### config.mk
export PLATFORM = sky130hd
export DESIGN_NAME = rdma_engine
export DESIGN_NICKNAME = d
export VERILOG_FILES = /design/src/rtl/rdma_engine.sv
export SDC_FILE = /design/constraint.sdc
export NUM_CORES = 1
export LEC_CHECK = 0
export ABC_AREA = 0
export BUFFER_PORTS_ARGS = -buffer_cell sky130_fd_sc_hd__buf_2
export CAP_MARGIN = 20
export CORE_ASPECT_RATIO = 0.75
export CORE_MARGIN = 8
export CORE_UTILIZATION = 53
export CTS_CLUSTER_SIZE = 40
export DETAILED_ROUTE_END_ITERATION = 16
export PLACE_DENSITY = 0.79
export RECOVER_POWER = 25
export SLEW_MARGIN = 10
export SYNTH_ARGS = -nofsm -noshare
export SYNTH_HDL_FRONTEND = slang
export SYNTH_SLANG_ARGS = --single-unit
### constraint.sdc
create_clock -name clk -period 4.53 [get_ports clk]
set_clock_uncertainty 0.1 [all_clocks]
set_input_delay 1.359 -clock clk [delete_from_list [all_inputs] [get_ports clk]]
set_output_delay 1.359 -clock clk [all_outputs]
set_load 0.02 [all_outputs]
### src/rtl/rdma_engine.sv
module rdma_engine (
  input  logic        clk,
  input  logic        rst_n,
  input  logic        cfg_we,
  input  logic [2:0]  cfg_sel,
  input  logic [7:0]  cfg_wdata,
  output logic [15:0] mem_addr,
  output logic        mem_re,
  input  logic [15:0] mem_rdata,
  output logic        mem_we,
  output logic [1:0]  mem_be,
  output logic [15:0] mem_wdata,
  output logic        host_req,
  input  logic        host_ack,
  input  logic [15:0] host_din,
  output logic [15:0] host_dout,
  output logic        host_oe,
  output logic        dma_done
);
  localparam int AW = 16;
  localparam int CW = 16;
  localparam logic [2:0] SEL_SA_LO = 3'd0, SEL_SA_HI = 3'd1, SEL_LEN_LO = 3'd2,
                         SEL_LEN_HI = 3'd3, SEL_CFG = 3'd4, SEL_CMD = 3'd5;

  typedef enum logic [1:0] {ST_IDLE, ST_HDR, ST_XFER} st_t;

  st_t           st_q;
  logic [AW-1:0] start_q, addr_q;
  logic [CW-1:0] len_q, rem_q;
  logic [1:0]    cfg_q;
  logic          word_q, swap_q, rd_q, done_q;

  logic          cmd_wr, busy, last_odd, fire, wide;
  logic [CW-1:0] step;
  logic [7:0]    lane0, lane1, in_lo, in_hi;

  assign cmd_wr   = cfg_we && (cfg_sel == SEL_CMD);
  assign busy     = (st_q != ST_IDLE);
  assign last_odd = word_q && (rem_q == CW'(1));
  assign wide     = word_q && !last_odd;
  assign step     = wide ? CW'(2) : CW'(1);
  assign fire     = (st_q == ST_XFER) && host_ack && !cmd_wr;

  assign host_req = (st_q == ST_XFER);
  assign host_oe  = host_req && rd_q;
  assign dma_done = done_q;

  assign mem_addr = (st_q == ST_HDR) ? addr_q + AW'(2) : addr_q;
  assign mem_re   = (st_q == ST_HDR) || host_oe;

  assign lane0 = mem_rdata[7:0];
  assign lane1 = wide ? mem_rdata[15:8] : 8'h00;

  always_comb begin
    if (!host_oe)                host_dout = 16'h0000;
    else if (!word_q)            host_dout = {8'h00, lane0};
    else if (swap_q)             host_dout = {lane0, lane1};
    else                         host_dout = {lane1, lane0};
  end

  assign in_lo     = (word_q && swap_q) ? host_din[15:8] : host_din[7:0];
  assign in_hi     = swap_q ? host_din[7:0] : host_din[15:8];
  assign mem_wdata = {in_hi, in_lo};
  assign mem_be    = wide ? 2'b11 : 2'b01;
  assign mem_we    = fire && !rd_q;

  always_ff @(posedge clk or negedge rst_n) begin
    if (!rst_n) begin
      start_q <= '0;
      len_q   <= '0;
      cfg_q   <= '0;
    end else if (cfg_we) begin
      case (cfg_sel)
        SEL_SA_LO:  start_q[7:0]  <= cfg_wdata;
        SEL_SA_HI:  start_q[15:8] <= cfg_wdata;
        SEL_LEN_LO: len_q[7:0]    <= cfg_wdata;
        SEL_LEN_HI: len_q[15:8]   <= cfg_wdata;
        SEL_CFG:    cfg_q         <= cfg_wdata[1:0];
        default: ;
      endcase
    end
  end

  always_ff @(posedge clk or negedge rst_n) begin
    if (!rst_n) begin
      st_q   <= ST_IDLE;
      addr_q <= '0;
      rem_q  <= '0;
      word_q <= 1'b0;
      swap_q <= 1'b0;
      rd_q   <= 1'b0;
      done_q <= 1'b0;
    end else if (cmd_wr) begin
      done_q <= 1'b0;
      if (busy) begin
        st_q <= ST_IDLE;
      end else if (cfg_wdata[1:0] != 2'b00) begin
        addr_q <= start_q;
        rem_q  <= len_q;
        word_q <= cfg_q[0];
        swap_q <= cfg_q[1];
        rd_q   <= cfg_wdata[1];
        if (cfg_wdata[1:0] == 2'b11) st_q <= ST_HDR;
        else if (len_q == '0)        done_q <= 1'b1;
        else                         st_q <= ST_XFER;
      end
    end else begin
      case (st_q)
        ST_HDR: begin
          rem_q <= mem_rdata;
          if (mem_rdata == 16'h0000) begin
            done_q <= 1'b1;
            st_q   <= ST_IDLE;
          end else begin
            st_q <= ST_XFER;
          end
        end
        ST_XFER: if (fire) begin
          addr_q <= addr_q + step;
          rem_q  <= rem_q - step;
          if (rem_q == step) begin
            done_q <= 1'b1;
            st_q   <= ST_IDLE;
          end
        end
        default: ;
      endcase
    end
  end

  AST_WE_NEEDS_ACK: assert property (@(posedge clk) disable iff (!rst_n)
    mem_we |-> (host_req && host_ack));
  AST_STALL_HOLDS: assert property (@(posedge clk) disable iff (!rst_n)
    (host_req && !host_ack && !cmd_wr) |=> (host_req && $stable(mem_addr)));
  AST_REQ_HAS_COUNT: assert property (@(posedge clk) disable iff (!rst_n)
    host_req |-> (rem_q != '0));
  AST_DONE_QUIET: assert property (@(posedge clk) disable iff (!rst_n)
    dma_done |-> !host_req);
  AST_BYTE_LANE: assert property (@(posedge clk) disable iff (!rst_n)
    (mem_we && !word_q) |-> (mem_be == 2'b01));
  AST_ABORT_IDLE: assert property (@(posedge clk) disable iff (!rst_n)
    (cmd_wr && busy) |=> (!busy && !dma_done));
endmodule

# Yosys cells after proc, flatten, opt, wreduce, memory -nomap -nowiden
# Index checks and enable logic that the tools add are counted.
[word_totals]
regBits = 72
out_inout_bits = 55
wordCells = 100
[op_classes]
addsub = 3
eq_ne = 17
n_mux = 37
n_bitwise = 1
reduce_logical = 30
[ops]
columns = ["operator", "count"]
rows = [
  ["two-way mux 16 bit", 13],
  ["logical NOT 16 bit", 2],
  ["one-hot mux 16 bit (2 select lines)", 1],
  ["two-way mux 8 bit", 3],
  ["two-way mux 2 bit", 10],
  ["adder 16 x 2 -> 16 bit", 1],
  ["adder 16 x 2 -> 16 bit (second input constant)", 1],
  ["== test 16 x 1 -> 1 bit (second input constant)", 1],
  ["== test 16 x 2 -> 1 bit", 1],
  ["subtractor 16 x 2 -> 16 bit", 1],
  ["AND reduction 4 bit", 3],
  ["AND reduction 2 bit", 5],
  ["inequality test 3 x 1 -> 1 bit (second input constant)", 3],
  ["logical AND 1 bit", 8],
  ["two-way mux 1 bit", 8],
  ["nonzero test 2 bit", 4],
  ["== test 3 x 2 -> 1 bit (second input constant)", 2],
  ["== test 3 bit (second input constant)", 2],
  ["AND reduction 5 bit", 1],
  ["== test 2 bit (second input constant)", 2],
  ["inequality test 4 bit (second input constant)", 1],
  ["one-hot mux 2 bit (2 select lines)", 1],
  ["== test 3 x 1 -> 1 bit (second input constant)", 1],
  ["logical NOT 1 bit", 3],
  ["10 further kinds", 10],
]

# Logic depth before layout (Yosys ltp)
[depth]
word_depth = 10
ltp_mapped = 15
depth_no_buf = 12

# Least setup slack after synthesis
# OpenSTA, ideal clock, no wires.
[synth_timing]
path_kind = "input port to output port"
startpoint = "in cfg_sel[1]"
endpoint = "out mem_we"
arrival_ns = 2.282
setup_slack_ns = 0.789
path_stages = 5
cell_sequence = "buf_2 nand4b_4 clkbuf_1 nand2_1 nor2_1"
[synth_between]
elab_chain_len = 5
[synth_rtl]
columns = ["element", "line", "text"]
rows = [
  ["from (decl)", "5", "input logic [2:0] cfg_sel,"],
  ["== test 3 bit", "37", "assign cmd_wr = cfg_we && (cfg_sel == SEL_CMD);"],
  ["logical AND 1 bit", "37", ""],
  ["logical NOT 1 bit", "42", "assign fire = (st_q == ST_XFER) && host_ack && !cmd_wr;"],
  ["logical AND 1 bit", "42", ""],
  ["logical AND 1 bit", "65", "assign mem_we = fire && !rd_q;"],
  ["to (decl)", "10", "output logic mem_we,"],
]
# Every way passes these cells.

# Final worst setup path
[layout_timing]
startpoint = "reg rem_q[10]"
endpoint = "out mem_be[1]"
[layout_between]
elab_chain_len = 5
[layout_rtl]
columns = ["element", "line", "text"]
rows = [
  ["from (decl)", "29", "logic [CW-1:0] len_q, rem_q;"],
  ["from (signal assigned)", "99", "rem_q <= len_q;"],
  ["from (signal assigned)", "110", "rem_q <= mem_rdata;"],
  ["from (signal assigned)", "120", "rem_q <= rem_q - step;"],
  ["== test 16 x 1 -> 1 bit", "39", "assign last_odd = word_q && (rem_q == CW'(1));"],
  ["logical AND 1 bit", "39", ""],
  ["logical NOT 1 bit", "40", "assign wide = word_q && !last_odd;"],
  ["logical AND 1 bit", "40", ""],
  ["two-way mux 2 bit", "64", "assign mem_be = wide ? 2'b11 : 2'b01;"],
  ["to (decl)", "11", "output logic [1:0] mem_be,"],
]
# Every way passes these cells.

==> flow_metrics.env <==
export IMPL_status="finished clean"
export IMPL_p_leak_nw=2.48
export IMPL_required_ns=3.07
export IMPL_finalSetupViolations=0
export IMPL_cp_startpoint="rem_q[10]"
export IMPL_num_antenna_cells=0
export IMPL_final_hold_violation_count=0
export IMPL_cp_data_arrival_time_ns=2.53
export IMPL_synthCells=550
export IMPL_slew_headroom_pct=9.08
export IMPL_grt_pass1_wl_mm=24.2
export IMPL_numCtsBuffers=9
export IMPL_r2r_setup_slack_ns=0.57
export IMPL_p_total_mw=3.36
export IMPL_grt_max_degree=56
export IMPL_area_growth_pct=15.9
export IMPL_fin_ws_ns=0.537
export IMPL_ir_drop_v=0.000297
export IMPL_core_area_um2=8900
export IMPL_synth_cell_type_count=64
export IMPL_cts_hold_fix_buffers=0
export IMPL_grt_pass1_vias=4514
export IMPL_critPathCapture="mem_be[1]"
export IMPL_place_area_um2=5260
export IMPL_globalRouteTotalUtil_pct=24.2
export IMPL_initial_core_util_pct=53.5
export IMPL_rsz0062_at_grt="no"
export IMPL_yosysSeqAreaShare_pct=37.8
export IMPL_syn_area_per_cell_um2=8.66
export IMPL_finalCritPeriodShare_pct=88.1
export IMPL_worst_r2r_cell_count=13
export IMPL_cts_max_level=3
export IMPL_yosys_area_top_type="dfrtp_1"
export IMPL_synth_fa_ha_area_share_pct=2.15
export IMPL_hold_slack_ns=0.367
export IMPL_cts_tree="yes"
export IMPL_utilization_pct=62.0
export IMPL_synth_edf_count=0
export IMPL_dp_cells=731
export IMPL_grt_overflow_total=0
export IMPL_die_width_um=125
export IMPL_slew_violations=0
export IMPL_cts_setup_buffers=0
export IMPL_dp_hpwl_mm=11.0
export IMPL_ys_warn_count=0
export IMPL_clockRootBuffer="clkbuf_16"
export IMPL_holdCritPathClass="flip-flop to flip-flop"
export IMPL_endpoint_kind="output port"
export IMPL_routedWlPerCell_um=19.7
export IMPL_globalplace_congestion=0.943
export IMPL_final_setup_tns_ns=0
export IMPL_finalWirelength_mm=14.7
export IMPL_synth_compound_gate_area_share_pct=16.9
export IMPL_final_area_um2=5520
export IMPL_crit_type="flip-flop to output port"
export IMPL_max_cap_violations=0
export IMPL_tightest_slew_ns=1.36
export IMPL_drive_gt1_share_pct=27.9
export IMPL_finalNonFillerCells=746
export IMPL_syn_nets=604
export IMPL_cp_start_kind="flip-flop"
export IMPL_cp_max_fo=17
export IMPL_clockBufferDepth=2
export IMPL_yosys_top_cells_area="dfrtp_1 38%, mux2_2 9.9%, nand2_1 8.1%"
export IMPL_vias=4665
export IMPL_drc_errors=0
export IMPL_die_area_um2=12300
export IMPL_netlist_area_leader_share_pct=37.8
export IMPL_ys_flop_type="dfrtp_1"
export IMPL_async_flop_share_pct=100
export IMPL_vias_per_cell=6.25
export IMPL_synth_top_family_by_area="simple AND/OR/NAND/NOR gates"
export IMPL_p_per_area_nw_per_um2=609
export IMPL_synthMuxAreaShare_pct=10.2
export IMPL_drt_iter0_drc=581
export IMPL_antenna_found_initial=0
export IMPL_fin_nets=684
export IMPL_ys_ff_latch=72
export IMPL_pre_cts_slack_ns=0.737
export IMPL_clk_pin_slew_ns=0.05
export IMPL_die_y_um=98.1
export IMPL_clock_sinks=72
export IMPL_clk_latency_ns=0.34
export IMPL_ctsResizeCount=0
export IMPL_synth_xor_area_share_pct=2.76
export IMPL_fin_crit_ns=3.99
export IMPL_r2r_end="addr_q[8]"
export IMPL_antenna_left=0
export IMPL_timing_fmax_ghz=0.250
export IMPL_r2r_start="rem_q[10]"
export IMPL_drt_pass1_iterations=5
export IMPL_yosys_area_share_simple_pct=25.0
export IMPL_io_pins=102
export IMPL_synth_cell_area_um2=4760
export IMPL_numPortBuffers=100
export IMPL_rows=30
-- worst min path at each step --
stage / start / endpoint / slack (ns) / cells after the start
after floorplan: cfg_q[1] / swap_q / 0.33 / 2
after global placement: cfg_q[0] / word_q / 0.35 / 2
after detailed placement: cfg_q[0] / word_q / 0.36 / 2
after CTS: cfg_q[0] / word_q / 0.37 / 2
after global routing: cfg_q[1] / swap_q / 0.40 / 2
final: cfg_q[0] / word_q / 0.37 / 2
-- flip-flops by register name, summed over array words and instances (netlist names) --
signal    cells
rd_q          1
len_q        16
st_q          2
dma_done      1
addr_q       16
rem_q        16
word_q        1
cfg_q         2
start_q      16
swap_q        1
-- cell families after synthesis --
| logic type | Yosys count |
|---|---|
| mux | 43 |
| xor+xnor | 15 |
| flops | 72 |
| simple gates | 235 |
| fa+ha+maj | 7 |
| compound gates | 128 |
| buf+inv | 49 |
| other cells | 1 |
-- layout by cell type, fill, tap and decap left out, types with 6 or more instances in the layout --
| master | netlist | routed |
|---|---|---|
| nand2_1 | 103 | 103 |
| buf_2 | 9 | 99 |
| dfrtp_1 | 72 | 72 |
| a21oi_1 | 45 | 45 |
| mux2_2 | 42 | 42 |
| nor2_1 | 30 | 30 |
| nand3_1 | 26 | 26 |
| o21ai_0 | 25 | 25 |
| xnor2_1 | 14 | 14 |
| nor3_1 | 10 | 10 |
| a22o_1 | 10 | 10 |
| nor4_1 | 10 | 10 |
| inv_1 | 9 | 9 |
| o22ai_1 | 9 | 9 |
| clkbuf_16 | 0 | 9 |
| nand3b_1 | 8 | 8 |
| buf_4 | 3 | 7 |
| nand4_1 | 6 | 6 |
| a31oi_1 | 6 | 6 |
| and3_1 | 6 | 6 |
| o211ai_1 | 6 | 6 |
-- cell type report --
| class | instances | area, um^2 |
|---|---|---|
| well taps | 112 | 140 |
| flip-flops and latches | 72 | 1800 |
| clock inverters | 4 | 32.5 |
| multi-input cells | 429 | 2720 |
| fillers | 754 | 3380 |
| repair buffers | 108 | 557 |
| inverters | 10 | 37.5 |
| clock buffers | 11 | 233 |
-- critical path, cell delays in order (launching register included) --
cell	delay [ns]
dfrtp_1	0.42
or4_1	0.62
nor3_2	0.27
nand4b_2	0.13
buf_4	0.21
nand2_1	0.25
inv_1	0.11
buf_2	0.18
-- power by group --
part	total, mW	switching (mW)	internal [mW]
logic	1.53	0.924	0.610
clock network	0.641	0.271	0.369
registers	1.19	0.319	0.868
total	3.36	1.51	1.85
-- synth_stat cells, types with 4 or more instances --
library cell	number
nor3_2	4
nand4_1	6
nand2b_1	4
and2_1	4
or3_1	5
and3_1	6
a2bb2oi_1	5
buf_2	9
clkbuf_1	22
buf_6	5
mux2_2	42
a21oi_1	45
a31oi_1	6
o21ai_0	25
inv_1	9
xnor2_1	14
nor2_1	30
dfrtp_1	72
o211ai_1	6
a22o_1	10
nor3_1	10
nor4_1	10
o22ai_1	9
ha_1	5
nand3b_1	8
nand3_1	26
nand2_1	103
-- routing by layer --
layer  share of wire, %  wire length (um)  global-route usage [%]
met5                  0                 0                       0
met4                1.4               202                    6.53
met3                9.3              1370                    7.08
met2                 46              6760                    36.9
met1                 43              6360                    32.8
Note: power is estimated with default switching activity, not from simulation.
